[src/rtl/abm_pkg.sv]
`timescale 1ns/1ps
package abm_pkg;
  typedef enum logic [2:0] {
    ST_IDLE,
    ST_ADDR,
    ST_ASTB,
    ST_DSTB,
    ST_TERM
  } abm_state_e;

  typedef struct packed {
    logic write;
    logic word;
    logic bus8;
    logic a0;
  } abm_ctl_t;
endpackage

[src/rtl/abm_ack_sync.sv]
`timescale 1ns/1ps
module abm_ack_sync #(
  parameter int STAGES = 2
) (
  input  logic clk,
  input  logic rst,
  input  logic ack_n_in,
  output logic ack_o
);
  logic [STAGES-1:0] chain;

  genvar gi;
  generate
    for (gi = 0; gi < STAGES; gi++) begin : g_stage
      if (gi == 0) begin : g_first
        always_ff @(posedge clk) begin
          if (rst) chain[0] <= 1'b0;
          else     chain[0] <= ~ack_n_in;
        end
      end else begin : g_next
        always_ff @(posedge clk) begin
          if (rst) chain[gi] <= 1'b0;
          else     chain[gi] <= chain[gi-1];
        end
      end
    end
  endgenerate

  assign ack_o = chain[STAGES-1];
endmodule

[src/rtl/abm_lane_map.sv]
`timescale 1ns/1ps
module abm_lane_map
  import abm_pkg::*;
#(
  parameter int DW = 16
) (
  input  abm_ctl_t        ctl,
  input  logic [DW-1:0]   wdata,
  input  logic [DW-1:0]   din,
  output logic            up_en,
  output logic            lo_en,
  output logic [DW-1:0]   dout,
  output logic [DW-1:0]   rdata
);
  localparam int HB = DW / 2;

  always_comb begin
    if (ctl.bus8) begin
      up_en = 1'b0;
      lo_en = 1'b1;
      dout  = {{HB{1'b0}}, wdata[HB-1:0]};
      rdata = {{HB{1'b0}}, din[HB-1:0]};
    end else if (ctl.word) begin
      up_en = 1'b1;
      lo_en = 1'b1;
      dout  = wdata;
      rdata = din;
    end else if (!ctl.a0) begin
      up_en = 1'b1;
      lo_en = 1'b0;
      dout  = {wdata[HB-1:0], {HB{1'b0}}};
      rdata = {{HB{1'b0}}, din[DW-1:HB]};
    end else begin
      up_en = 1'b0;
      lo_en = 1'b1;
      dout  = {{HB{1'b0}}, wdata[HB-1:0]};
      rdata = {{HB{1'b0}}, din[HB-1:0]};
    end
  end
endmodule

[src/rtl/abm_fsm.sv]
`timescale 1ns/1ps
module abm_fsm
  import abm_pkg::*;
#(
  parameter int AW = 24,
  parameter int DW = 16
) (
  input  logic            clk,
  input  logic            rst,
  input  logic            req_valid,
  output logic            req_ready,
  input  logic [AW-1:0]   req_addr,
  input  logic            req_write,
  input  logic            req_word,
  input  logic [DW-1:0]   req_wdata,
  input  logic            cfg_bus8,
  input  logic            ack_s,
  input  logic            up_en,
  input  logic            lo_en,
  input  logic [DW-1:0]   map_dout,
  input  logic [DW-1:0]   map_rdata,
  output abm_ctl_t        ctl,
  output logic [DW-1:0]   wdata_q,
  output logic            rsp_done,
  output logic [DW-1:0]   rsp_rdata,
  output logic [AW-2:0]   bus_addr,
  output logic            bus_as_n,
  output logic            bus_rw,
  output logic            bus_uds_n,
  output logic            bus_lds_n,
  output logic [DW-1:0]   bus_dout,
  output logic            bus_dout_en
);
  abm_state_e state;

  assign req_ready = (state == ST_IDLE) && !ack_s;

  always_ff @(posedge clk) begin
    if (rst) begin
      state       <= ST_IDLE;
      ctl         <= '0;
      wdata_q     <= '0;
      bus_addr    <= '0;
      bus_as_n    <= 1'b1;
      bus_rw      <= 1'b1;
      bus_uds_n   <= 1'b1;
      bus_lds_n   <= 1'b1;
      bus_dout    <= '0;
      bus_dout_en <= 1'b0;
      rsp_rdata   <= '0;
      rsp_done    <= 1'b0;
    end else begin
      rsp_done <= 1'b0;
      case (state)
        ST_IDLE: begin
          if (req_valid && req_ready) begin
            ctl      <= '{write: req_write, word: req_word,
                          bus8: cfg_bus8, a0: req_addr[0]};
            wdata_q  <= req_wdata;
            bus_addr <= req_addr[AW-1:1];
            bus_rw   <= ~req_write;
            if (cfg_bus8) bus_uds_n <= req_addr[0];
            state    <= ST_ADDR;
          end
        end
        ST_ADDR: begin
          bus_as_n    <= 1'b0;
          bus_dout    <= map_dout;
          bus_dout_en <= ctl.write;
          state       <= ST_ASTB;
        end
        ST_ASTB: begin
          if (ctl.bus8) begin
            bus_lds_n <= 1'b0;
          end else begin
            bus_uds_n <= ~up_en;
            bus_lds_n <= ~lo_en;
          end
          state <= ST_DSTB;
        end
        ST_DSTB: begin
          if (ack_s) begin
            bus_as_n  <= 1'b1;
            bus_lds_n <= 1'b1;
            if (!ctl.bus8) bus_uds_n <= 1'b1;
            if (!ctl.write) rsp_rdata <= map_rdata;
            state <= ST_TERM;
          end
        end
        ST_TERM: begin
          rsp_done    <= 1'b1;
          bus_dout_en <= 1'b0;
          bus_rw      <= 1'b1;
          bus_uds_n   <= 1'b1;
          state       <= ST_IDLE;
        end
        default: state <= ST_IDLE;
      endcase
    end
  end


  ds_needs_as_chk: assert property (@(posedge clk) disable iff (rst)
    (!bus_lds_n || (!ctl.bus8 && !bus_uds_n)) |-> !bus_as_n);


  wait_hold_chk: assert property (@(posedge clk) disable iff (rst)
    (state == ST_DSTB && !ack_s) |=> (state == ST_DSTB && !bus_as_n));


  rw_steady_chk: assert property (@(posedge clk) disable iff (rst)
    (!bus_as_n) |=> (bus_as_n || $stable(bus_rw)));


  done_pulse_chk: assert property (@(posedge clk) disable iff (rst)
    rsp_done |=> !rsp_done);


  no_stale_start_chk: assert property (@(posedge clk) disable iff (rst)
    (state == ST_IDLE && ack_s) |=> (state == ST_IDLE));


  wdata_cover_chk: assert property (@(posedge clk) disable iff (rst)
    (!bus_rw && (!bus_lds_n || (!ctl.bus8 && !bus_uds_n))) |-> bus_dout_en);
endmodule

[src/rtl/abm_cycle_engine.sv]
`timescale 1ns/1ps
module abm_cycle_engine
  import abm_pkg::*;
#(
  parameter int AW          = 24,
  parameter int DW          = 16,
  parameter int SYNC_STAGES = 2
) (
  input  logic            clk,
  input  logic            rst,
  input  logic            req_valid,
  output logic            req_ready,
  input  logic [AW-1:0]   req_addr,
  input  logic            req_write,
  input  logic            req_word,
  input  logic [DW-1:0]   req_wdata,
  input  logic            cfg_bus8,
  output logic            rsp_done,
  output logic [DW-1:0]   rsp_rdata,
  output logic [AW-2:0]   bus_addr,
  output logic            bus_as_n,
  output logic            bus_rw,
  output logic            bus_uds_n,
  output logic            bus_lds_n,
  output logic [DW-1:0]   bus_dout,
  output logic            bus_dout_en,
  input  logic [DW-1:0]   bus_din,
  input  logic            bus_ack_n
);
  logic            ack_s;
  abm_ctl_t        ctl;
  logic [DW-1:0]   wdata_q;
  logic            up_en;
  logic            lo_en;
  logic [DW-1:0]   map_dout;
  logic [DW-1:0]   map_rdata;

  abm_ack_sync #(.STAGES(SYNC_STAGES)) u_sync (
    .clk      (clk),
    .rst      (rst),
    .ack_n_in (bus_ack_n),
    .ack_o    (ack_s)
  );

  abm_lane_map #(.DW(DW)) u_map (
    .ctl   (ctl),
    .wdata (wdata_q),
    .din   (bus_din),
    .up_en (up_en),
    .lo_en (lo_en),
    .dout  (map_dout),
    .rdata (map_rdata)
  );

  abm_fsm #(.AW(AW), .DW(DW)) u_fsm (
    .clk         (clk),
    .rst         (rst),
    .req_valid   (req_valid),
    .req_ready   (req_ready),
    .req_addr    (req_addr),
    .req_write   (req_write),
    .req_word    (req_word),
    .req_wdata   (req_wdata),
    .cfg_bus8    (cfg_bus8),
    .ack_s       (ack_s),
    .up_en       (up_en),
    .lo_en       (lo_en),
    .map_dout    (map_dout),
    .map_rdata   (map_rdata),
    .ctl         (ctl),
    .wdata_q     (wdata_q),
    .rsp_done    (rsp_done),
    .rsp_rdata   (rsp_rdata),
    .bus_addr    (bus_addr),
    .bus_as_n    (bus_as_n),
    .bus_rw      (bus_rw),
    .bus_uds_n   (bus_uds_n),
    .bus_lds_n   (bus_lds_n),
    .bus_dout    (bus_dout),
    .bus_dout_en (bus_dout_en)
  );


  lane_select_chk: assert property (@(posedge clk) disable iff (rst)
    (!ctl.bus8 && !ctl.word && !bus_as_n) |-> (bus_uds_n || bus_lds_n));


  a0_pin_chk: assert property (@(posedge clk) disable iff (rst)
    (ctl.bus8 && !bus_lds_n) |-> (bus_uds_n == ctl.a0));
endmodule

[config.mk]
export PLATFORM = sky130hd
export DESIGN_NAME = abm_cycle_engine
export DESIGN_NICKNAME = d
export VERILOG_FILES = /design/src/rtl/abm_pkg.sv /design/src/rtl/abm_ack_sync.sv /design/src/rtl/abm_lane_map.sv /design/src/rtl/abm_fsm.sv /design/src/rtl/abm_cycle_engine.sv
export SDC_FILE = /design/constraint.sdc
export NUM_CORES = 1
export LEC_CHECK = 0
export ABC_AREA = 1
export BUFFER_PORTS_ARGS = -buffer_cell sky130_fd_sc_hd__buf_2
export CAP_MARGIN = 20
export CORE_MARGIN = 8
export CORE_UTILIZATION = 45
export DETAILED_ROUTE_END_ITERATION = 8
export PLACE_DENSITY = 0.73
export SLEW_MARGIN = 10
export SYNTH_ARGS = -nofsm -noshare
export SYNTH_HDL_FRONTEND = slang
export SYNTH_HIERARCHICAL = 1
export SYNTH_SLANG_ARGS = --single-unit
[constraint.sdc]
create_clock -name clk -period 1.2 [get_ports clk]
set_clock_uncertainty 0.1 [all_clocks]
set_input_delay 0.06 -clock clk [delete_from_list [all_inputs] [get_ports clk]]
set_output_delay 0.06 -clock clk [all_outputs]
set_load 0.02 [all_outputs]
==> results of run 1 <==
==> where the power goes <==
| part | switching [mW] | total (mW) | internal (mW) | leakage (nW) |
|---|---|---|---|---|
| clock | 1.07 | 2.24 | 1.17 | 0.106 |
| sequential | 0.164 | 3.26 | 3.10 | 0.706 |
| combinational | 1.48 | 2.69 | 1.20 | 1.90 |
==> sequential cells by signal (all words and copies together) (netlist names), 3 cells and up <==
name,flops
u_fsm/bus_addr,23
u_fsm/bus_dout,16
u_fsm/ctl,4
u_fsm/rsp_rdata,16
u_fsm/state,3
u_fsm/wdata_q,16
==> cell families (layout without fill, tap and decap cells) <==
logic type      after synthesis  count (layout)
simple gates                226             229
buf+inv                      65             283
compound gates              104             104
flops                        86              86
==> layer usage <==
metal / track usage, % / up-vias
met5: 0 / -
met4: 6.838 / 0
met3: 6.527 / 26
met2: 35.48 / 191
met1: 22.47 / 1922
li1: - / 1971
==> final timing paths <==
kind,startpoint,endpoint,slack [ns],depth (start not counted)
setup / recovery,u_fsm/state[0],req_ready,-0.24,5
hold / removal,bus_din[15],u_fsm/rsp_rdata[15],0.02,5
setup reg to reg,u_fsm/state[0],u_fsm/wdata_q[10],-0.23,7
hold reg to reg,u_sync/chain[0],u_sync/ack_o,0.31,2
==> stage by stage <==
| stage | hold WS (ns) | util (%) |
|---|---|---|
| final | 0.01901 | 76.57 |
| after floorplan | 0.01948 | - |
| after CTS | 0.001905 | 70.05 |
| after global routing | 0.04359 | 76.57 |
| after global placement | 0.1253 | 57.33 |
| after detailed placement | 0.1284 | 57.33 |
==> layout make-up <==
class,instances,area (µm²),share of cell area (%)
Clock buffer,10,127.6,2.039
Clock inverter,6,86.33,1.379
Inverter,40,192.7,3.078
Multi-Input combinational cell,333,2173,34.72
Sequential cell,86,1737,27.74
Tap cell,105,131.4,2.099
Timing Repair Buffer,226,1800,28.76
Timing Repair inverter,1,11.26,0.1799
==> timing repair <==
item                                   4_1_cts  5_1_grt
gates cloned                                 4        5
pin swaps                                   33       31
hold buffers                                57        0
setup buffers                                3       10
endpoints found under the hold margin       56        0
resized for setup                           66      109
setup endpoints to repair                   81       82
==> cells in the mapped netlist (2+ instances only) <==
| library cell | instances |
|---|---|
| inv_1 | 34 |
| nor2_4 | 3 |
| nand3_1 | 24 |
| clkbuf_1 | 8 |
| buf_12 | 4 |
| nand2_2 | 42 |
| o21ai_0 | 37 |
| nor2_1 | 57 |
| dfxtp_1 | 86 |
| buf_6 | 2 |
| nand2_1 | 94 |
| a21oi_2 | 40 |
| o211ai_1 | 2 |
| nand2_4 | 2 |
| nor2_2 | 2 |
| buf_2 | 9 |
| inv_2 | 5 |
| a21oi_1 | 24 |
==> critical path, delay by kind of cell, from the launching register on <==
family | cells | cell delay, ns
DFF | 1 | 0.38
and+or+nand+nor | 3 | 0.33
buffers and inverters | 2 | 0.22
==> impl_metrics.py, run 1 <==
metrics = {
    "floorplan": {
        "fp.dieW_um": 107.8,
        "pin_count": 125,
        "dieArea_mm2": 0.01162,
        "initial_core_util_pct": 46.37,
        "fp.dieH_um": 107.8,
        "core-area_mm2": 0.008175,
        "rows": 33,
    },
    "clocking": {
        "htreeDepth": 3,
        "cts_tree": "done",
        "clock-sinks": 86,
        "cts_root_buf": "clkbuf_8",
        "cts.clk_slew.worst_paths_ns": 0.09,
        "cts-buffers-inserted": 9,
        "clock_latency_ns": 0.35,
        "clk_path_buf_depth": 2,
    },
    "timing": {
        "period_needed_ns": 1.436,
        "finalMaxSlewViolations": 0,
        "final-setup-viol-count": 83,
        "setup_slack_ns": -0.2355,
        "hold_violations": 0,
        "setup_tns_ns": -11.60,
        "rsz0062_at_grt": "true",
        "max_freq_ghz": 0.6966,
        "tightest_slew_ns": 0.3238,
        "fin_crit_sh_pct": 119.6,
        "slew_headroom_pct": 78.41,
    },
    "yosys": {
        "synth_compound_area_share_pct": 17.85,
        "synth-seq-area-share_pct": 45.41,
        "ys_ff_latch": 86,
        "syn_avg_cell_area_um2": 7.882,
        "synth-simple-area-share_pct": 27.66,
        "synth.net_count": 544,
        "synthTopCellsByArea": "dfxtp_1 45%, nand2_1 9.3%, a21oi_2 9.2%",
        "synth-xor-area-share_pct": 0,
        "synth_ff_type": "dfxtp_1",
        "synth.top_cell.area_share_pct": 45.41,
        "synth.cell_area_mm2": 0.003791,
        "ys_types": 24,
        "netlist_instances": 481,
        "synthArstFlopShare_pct": 0,
        "synth_top_area_cell": "dfxtp_1",
        "yosys.area_share.adder_pct": 0,
        "synth_mux_area_share_pct": 0,
        "synth_top_family_by_area": "simple AND/OR/NAND/NOR gates",
        "synth_edf_count": 0,
        "yosys_warnings": 6,
    },
    "pwr": {
        "p_leak_nw": 2.714,
        "power.density_mw_per_mm2": 1307,
        "vdd_drop_max_uv": 699.9,
        "finalPower_mw": 8.180,
    },
    "global_routing": {
        "grt_overflow_total": 0,
        "antenna_found_initial": 0,
        "grt_pass1_vias": 4066,
        "grt_usage_pct": 20.24,
        "grt_max_degree": 50,
        "grt_pass1_wl_mm": 19.18,
    },
    "route": {
        "avgViaCountPerCell": 5.093,
        "drt_iter0_drc": 179,
        "top_layer_used": "met4",
        "wl_mm": 13.14,
        "ant_nets": 0,
        "met1_length_mm": 5.170,
        "drc": 0,
        "dr_wl_met3_mm": 1.125,
        "dr_wl_met2_mm": 6.588,
        "vias": 4110,
        "drtPass1Iterations": 4,
        "post_drt_wl_per_cell_um": 16.28,
    },
    "setup_path": {
        "arrival_ns": 1.28,
        "crit_type": "register to output pin",
        "cp_slowest_cell": "dfxtp_4",
        "startpoint_type": "register",
        "required_ns": 1.04,
        "endpoint_kind": "output pin",
        "cp_max_fo": 4,
        "crit_chain": "nor2_4 > nand2_2 > nor2_4 > buf_6 > buf_6",
        "critical-path-max-stage-delay_ns": 0.38,
    },
    "finish": {
        "layout_commonest_cell": "buf_2",
        "nNetsFinal": 760,
        "final_cells": 807,
        "final_cell_mix": "123 x buf_2, 80 x dfxtp_1, 79 x nand2_1, 59 x a21oi_2, 57 x dlygate4sd3_1",
        "design_area_mm2": 0.006260,
        "fillers": 538,
        "drive_gt1_share_pct": 53.56,
        "diodes": 0,
        "areaGrowthSynthToFinish_pct": 65.12,
    },
    "placement": {
        "gp_congestion": 0.8672,
        "postPlaceCellArea_mm2": 0.004687,
        "portBuffers": 124,
        "dp_slack_ns": -0.1765,
        "place_inst": 714,
        "hpwlAfterDp_mm": 7.317,
    },
    "outcome": {
        "status": "finished, violations left",
        "failed_checks": "setup timing",
    },
    "run": {
        "cap_violations": 0,
    },
    "worst_hold_path": {
        "hp-class": "primary input to register",
    },
}
Power figures use the tool's default switching activity.
==> run 2, diff against run 1 <==
--- a/config.mk
+++ b/config.mk
@@ -11,6 +11,7 @@
 export CORE_MARGIN = 8
 export CORE_UTILIZATION = 45
 export DETAILED_ROUTE_END_ITERATION = 8
+export HOLD_SLACK_MARGIN = 0.15
 export PLACE_DENSITY = 0.73
 export SLEW_MARGIN = 10
 export SYNTH_ARGS = -nofsm -noshare
==> run 2 against run 1 <==
  * The run still ends with setup timing left
  * Combinational power shrank 3%
  * Final area shrank 1.9%
  * Routed wire length shrank 4.5%
  * Register-to-register slack lost 0.03 ns
  * Critical path depth grew 2
  * Largest power group unchanged
==> impl_metrics.py, run 2 (same netlist as run 1, synthesis figures left out) <==
metrics = {
    "outcome": {
        "status": "finished, violations left",
        "failed_checks": "setup timing",
    },
    "timing": {
        "rsz0062_at_grt": "true",
        "period_needed_ns": 1.456,
        "slew_headroom_pct": 78.76,
        "final-setup-viol-count": 83,
        "tightest_slew_ns": 0.3186,
        "hold_violations": 0,
        "fin_crit_sh_pct": 121.3,
        "max_freq_ghz": 0.6868,
        "hold_ws_ns": 0.1013,
        "setup_tns_ns": -11.04,
        "setup_slack_ns": -0.2561,
        "finalMaxSlewViolations": 0,
    },
    "placement": {
        "dp_slack_ns": -0.1765,
        "hpwlAfterDp_mm": 7.317,
        "postPlaceCellArea_mm2": 0.004687,
        "portBuffers": 124,
        "gp_congestion": 0.8672,
        "place_inst": 714,
    },
    "run": {
        "cap_violations": 0,
    },
    "worst_hold_path": {
        "hp-class": "primary input to register",
    },
    "global_routing": {
        "grt_max_degree": 50,
        "grt_usage_pct": 20.48,
        "antenna_found_initial": 0,
        "grt_pass1_vias": 4138,
        "grt_overflow_total": 0,
        "grt_pass1_wl_mm": 19.44,
    },
    "pwr": {
        "p_sw_share_pct": 32.57,
        "vdd_drop_max_uv": 680.0,
        "finalPower_mw": 8.078,
        "power.density_mw_per_mm2": 1315,
        "seqPwrFrac_pct": 40.3,
        "comb_power_share_pct": 32.2,
        "pwr-share-clk_pct": 27.5,
        "p_leak_nw": 2.705,
        "switchingPower_mw": 2.631,
        "p_int_mw": 5.447,
    },
    "route": {
        "drt_iter0_drc": 164,
        "wl_mm": 12.55,
        "post_drt_wl_per_cell_um": 15.46,
        "ant_nets": 0,
        "drc": 0,
        "vias": 4060,
        "avgViaCountPerCell": 5.000,
        "drtPass1Iterations": 4,
    },
    "clocking": {
        "cts.clk_slew.worst_paths_ns": 0.09,
        "hold_buffers": 65,
        "htreeDepth": 3,
        "clock-sinks": 86,
        "clk_path_buf_depth": 2,
        "cts-buffers-inserted": 9,
        "cts_root_buf": "clkbuf_8",
        "clock_latency_ns": 0.35,
        "cts_tree": "done",
    },
    "floorplan": {
        "initial_core_util_pct": 46.37,
        "fp.dieW_um": 107.8,
        "dieArea_mm2": 0.01162,
        "pin_count": 125,
        "fp.dieH_um": 107.8,
        "core-area_mm2": 0.008175,
        "rows": 33,
    },
    "finish": {
        "design_area_mm2": 0.006141,
        "nNetsFinal": 765,
        "drive_gt1_share_pct": 49.22,
        "fillers": 572,
        "diodes": 0,
        "areaGrowthSynthToFinish_pct": 61.98,
        "largest_reg_flops": 23,
        "finalCoreUtilization_pct": 75.11,
        "final_cells": 812,
        "final_cell_mix": "123 x buf_2, 83 x nand2_1, 80 x dfxtp_1, 65 x dlygate4sd3_1, 57 x a21oi_2",
        "top_register": "u_fsm/bus_addr",
        "layout_commonest_cell": "buf_2",
    },
    "setup_path": {
        "crit_type": "register to register",
        "crit_top_cell": "buf_6",
        "startpoint_type": "register",
        "required_ns": 1.34,
        "crit_chain": "buf_6 > inv_4 > nand3_4 > buf_6 > clkbuf_16 > o21ai_2 > a21oi_2",
        "endpoint_kind": "register",
        "arrival_ns": 1.60,
        "critical-path-max-stage-delay_ns": 0.37,
        "cp_max_fo": 5,
        "cp_slowest_cell": "dfxtp_4",
    },
}
run 2: cell types whose count changed in the layout (fill, tap and decap cells not counted), sizes merged:
cell	before	now
buf	166	165
clkinv	5	4
dlygate4sd3	57	65
inv	39	40
nand2	141	139
run 2: critical path: cells and delay by family (launching register included):
| family | cells | cell delay (ns) |
|---|---|---|
| compound gates | 2 | 0.20 |
| flops | 1 | 0.37 |
| buf+inv | 4 | 0.50 |
| simple gates | 1 | 0.16 |
run 2: power by group through the flow:
stage	clock network (mW)	registers [mW]	logic, mW
floorplan	0	3.49	1.01
global placement	0	3.30	1.80
detailed placement	0	3.31	1.83
CTS	2.28	3.25	2.24
global route	2.38	3.29	2.77
finish	2.22	3.26	2.60
run 2: routing by layer:
layer	track usage [%]	up-vias	wire, µm
met1	22.58	1914	5019
li1	-	1970	-
met4	6.938	0	229
met2	36.18	149	6348
met3	6.467	27	955
met5	0	-	0
run 2: final cells by class:
type | count | area (µm²) | area share, %
well taps | 105 | 131.4 | 2.139
flip-flops and latches | 86 | 1737 | 28.28
inverters | 40 | 177.7 | 2.893
multi-input cells | 331 | 2023 | 32.95
clock buffers | 10 | 127.6 | 2.078
clock inverters | 6 | 86.33 | 1.406
repair inverters | 1 | 8.758 | 0.1426
repair buffers | 233 | 1849 | 30.11
run 2: path summary, 6_finish.rpt:
check | depth (start not counted) | slack (ns) | to | from
worst min-delay path | 3 | 0.10 | u_fsm/bus_addr[3] | rst
worst min register to register | 2 | 0.36 | u_fsm/bus_dout[13] | u_fsm/bus_dout[13]
worst max-delay path | 7 | -0.26 | u_fsm/bus_dout[8] | u_fsm/state[1]
worst max register to register | 7 | -0.26 | u_fsm/bus_dout[8] | u_fsm/state[1]
run 2: repair_timing:
item,CTS,global route
pin swaps,33,16
endpoints found under the setup margin,81,82
gates cloned,4,3
resized for setup,66,65
hold endpoints to repair,67,43
setup buffers,3,8
==> run 3, diff against run 2 <==
--- a/config.mk
+++ b/config.mk
@@ -9,10 +9,10 @@
 export BUFFER_PORTS_ARGS = -buffer_cell sky130_fd_sc_hd__buf_2
 export CAP_MARGIN = 20
 export CORE_MARGIN = 8
-export CORE_UTILIZATION = 45
+export CORE_UTILIZATION = 50
 export DETAILED_ROUTE_END_ITERATION = 8
 export HOLD_SLACK_MARGIN = 0.15
-export PLACE_DENSITY = 0.73
+export PLACE_DENSITY = 0.77
 export SLEW_MARGIN = 10
 export SYNTH_ARGS = -nofsm -noshare
 export SYNTH_HDL_FRONTEND = slang
==> constraint.sdc (replaced) <==
create_clock -name clk -period 1.37 [get_ports clk]
set_clock_uncertainty 0.1 [all_clocks]
set_input_delay 0.0685 -clock clk [delete_from_list [all_inputs] [get_ports clk]]
set_output_delay 0.0685 -clock clk [all_outputs]
set_load 0.02 [all_outputs]
==> run 3 against run 2 <==
  * The run still ends with setup timing left
  * Setup slack better by 0.21 ns
  * Sequential share of layout area is 2.4 points higher
  * Die area down 8.5%
  * Total power is 19% lower
  * Critical endpoint is now u_fsm/wdata_q[1]
  * Critical path depth did not move
==> impl_metrics.py, run 3 (same netlist as run 1, synthesis figures left out) <==
metrics = {
    "outcome": {
        "status": "finished, violations left",
        "failed_checks": "setup timing",
    },
    "route": {
        "post_drt_wl_per_cell_um": 14.47,
        "avgViaCountPerCell": 4.920,
        "dr_wl_met2_mm": 5.662,
        "dr_wl_met3_um": 888,
        "drc": 0,
        "top_layer_used": "met4",
        "wl_mm": 11.52,
        "ant_nets": 0,
        "drtPass1Iterations": 4,
        "drt_iter0_drc": 244,
        "met1_length_mm": 4.664,
        "vias": 3916,
    },
    "worst_hold_path": {
        "hold_path_depth": 3,
        "min_from": "rst",
        "holdPathEnd": "u_fsm/bus_addr[21]",
        "hp-class": "primary input to register",
    },
    "timing": {
        "final-setup-viol-count": 10,
        "period_needed_ns": 1.413,
        "fin_crit_sh_pct": 103.1,
        "tightest_slew_ns": 0.6743,
        "setup_slack_ns": -0.04254,
        "max_freq_ghz": 0.7079,
        "rsz0062_at_grt": "true",
        "hold_ws_ns": 0.1411,
        "hold_violations": 0,
        "finalMaxSlewViolations": 0,
        "setup_tns_ns": -0.1755,
        "slew_headroom_pct": 54.90,
    },
    "finish": {
        "multiInputGateArea_mm2": 0.001767,
        "diodes": 0,
        "nNetsFinal": 755,
        "finalCoreUtilization_pct": 77.28,
        "final_cells": 796,
        "top_register": "u_fsm/bus_addr",
        "regArea_mm2": 0.001729,
        "layout_commonest_cell": "buf_2",
        "largest_reg_flops": 23,
        "drive_gt1_share_pct": 40.75,
        "areaGrowthSynthToFinish_pct": 48.65,
        "design_area_mm2": 0.005635,
        "fillers": 540,
        "final_cell_mix": "123 x buf_2, 93 x nand2_1, 82 x dfxtp_1, 66 x dlygate4sd3_1, 55 x nor2_1",
    },
    "clocking": {
        "cts-buffers-inserted": 9,
        "clock-sinks": 86,
        "clk_path_buf_depth": 2,
        "clock_latency_ns": 0.35,
        "cts_root_buf": "clkbuf_8",
        "cts.clk_slew.worst_paths_ns": 0.09,
        "cts_tree": "done",
        "htreeDepth": 3,
    },
    "setup_path": {
        "r2r-end": "u_fsm/wdata_q[1]",
        "crit_chain": "inv_2 > nand2_2 > nor2_4 > nand2_4 > buf_6 > nand2_1 > a21oi_2",
        "crit_type": "register to register",
        "cp_max_fo": 22,
        "cp_slowest_cell": "dfxtp_1",
        "worst_r2r_path_depth": 7,
        "ff2ff_setup_slack_ns": -0.04,
        "endpoint_kind": "register",
        "critical-path-max-stage-delay_ns": 0.37,
        "arrival_ns": 1.60,
        "required_ns": 1.55,
        "startpoint_type": "register",
        "worstReg2RegStart": "u_fsm/state[2]",
    },
    "global_routing": {
        "grt_pass1_wl_mm": 18.49,
        "grt_max_degree": 38,
        "antenna_found_initial": 0,
        "grt_overflow_total": 0,
        "grt_usage_pct": 21.93,
        "grt_pass1_vias": 3968,
    },
    "floorplan": {
        "fp.dieW_um": 103.1,
        "dieArea_mm2": 0.01062,
        "core-area_mm2": 0.007292,
        "pin_count": 125,
        "fp.dieH_um": 103.1,
        "initial_core_util_pct": 51.99,
        "rows": 31,
    },
    "pwr": {
        "vdd_drop_max_uv": 814.5,
        "p_leak_nw": 2.536,
        "power.density_mw_per_mm2": 1155,
    },
    "placement": {
        "postPlaceCellArea_mm2": 0.004607,
        "hpwlAfterDp_mm": 7.248,
        "portBuffers": 124,
        "gp_congestion": 0.8547,
        "place_inst": 703,
    },
    "run": {
        "cap_violations": 0,
    },
}
==> run 3: cell types whose count changed in the layout (fill, tap and decap cells not counted), moves of 3 or more <==
cell       before  now
a21oi_1         7   24
a21oi_2        57   40
buf_4          18   23
buf_6          14    7
clkbuf_16       3    0
nand2_1        83   93
nand2_2        50   42
nand3_1        16   23
nand3_2         8    2
o21ai_0         3   14
o21ai_1        16   19
o21ai_2        16    4
==> run 3: worst max-delay path by stage <==
stage | start | end | slack, ns
after CTS | u_fsm/state[0] | req_ready | -0.03
after global routing | u_fsm/state[2] | u_fsm/ctl[3] | -0.11
after global placement | u_fsm/state[1] | u_fsm/bus_addr[0] | 0.01
after detailed placement | u_fsm/state[1] | u_fsm/bus_addr[0] | -0.04
after floorplan | u_fsm/state[1] | u_fsm/bus_addr[20] | -0.04
final | u_fsm/state[2] | u_fsm/wdata_q[1] | -0.04
==> run 3: where the power goes <==
part           internal (mW)  switching (mW)
Sequential              2.71           0.138
Clock                  0.894           0.907
Combinational          0.813            1.05
==> run 3: timing repair <==
item,4_1_cts,5_1_grt
hold endpoints to repair,81,0
pin swaps,2,1
hold buffers,66,0
resized for setup,11,38
setup endpoints to repair,53,76
cloned,0,0
buffers inserted,8,3
==> run 3: worst max-delay path, delay by kind of cell (launching register included) <==
| family | cells | cell delay [ns] |
|---|---|---|
| flip-flops | 1 | 0.37 |
| buffers and inverters | 2 | 0.30 |
| AO/OA/AOI/OAI | 1 | 0.17 |
| AND/OR/NAND/NOR | 4 | 0.41 |
==> run 3: per-layer routing <==
layer / GRT usage (%) / vias up
met5: 0 / -
met4: 8.343 / 0
met3: 6.144 / 29
met2: 37.42 / 144
met1: 25.44 / 1786
li1: - / 1957
==> run 3: final cells by class <==
type | instances | share of cell area (%)
clock buffers | 11 | 2.509
clock inverters | 5 | 1.044
inverters | 40 | 2.975
multi-input cells | 330 | 31.35
flip-flops and latches | 86 | 30.68
well taps | 99 | 2.198
repair buffers | 225 | 29.24
==> run 3: per-stage QoR <==
| step | total power, mW | worst slack [ns] |
|---|---|---|
| 2_1_floorplan | 3.936 | -0.04396 |
| 3_3_place_gp | 4.404 | 0.01269 |
| 3_5_place_dp | 4.444 | -0.04408 |
| 4_1_cts | 6.449 | -0.03048 |
| 5_1_grt | 6.858 | -0.1129 |
| 6_report | 6.510 | -0.04254 |
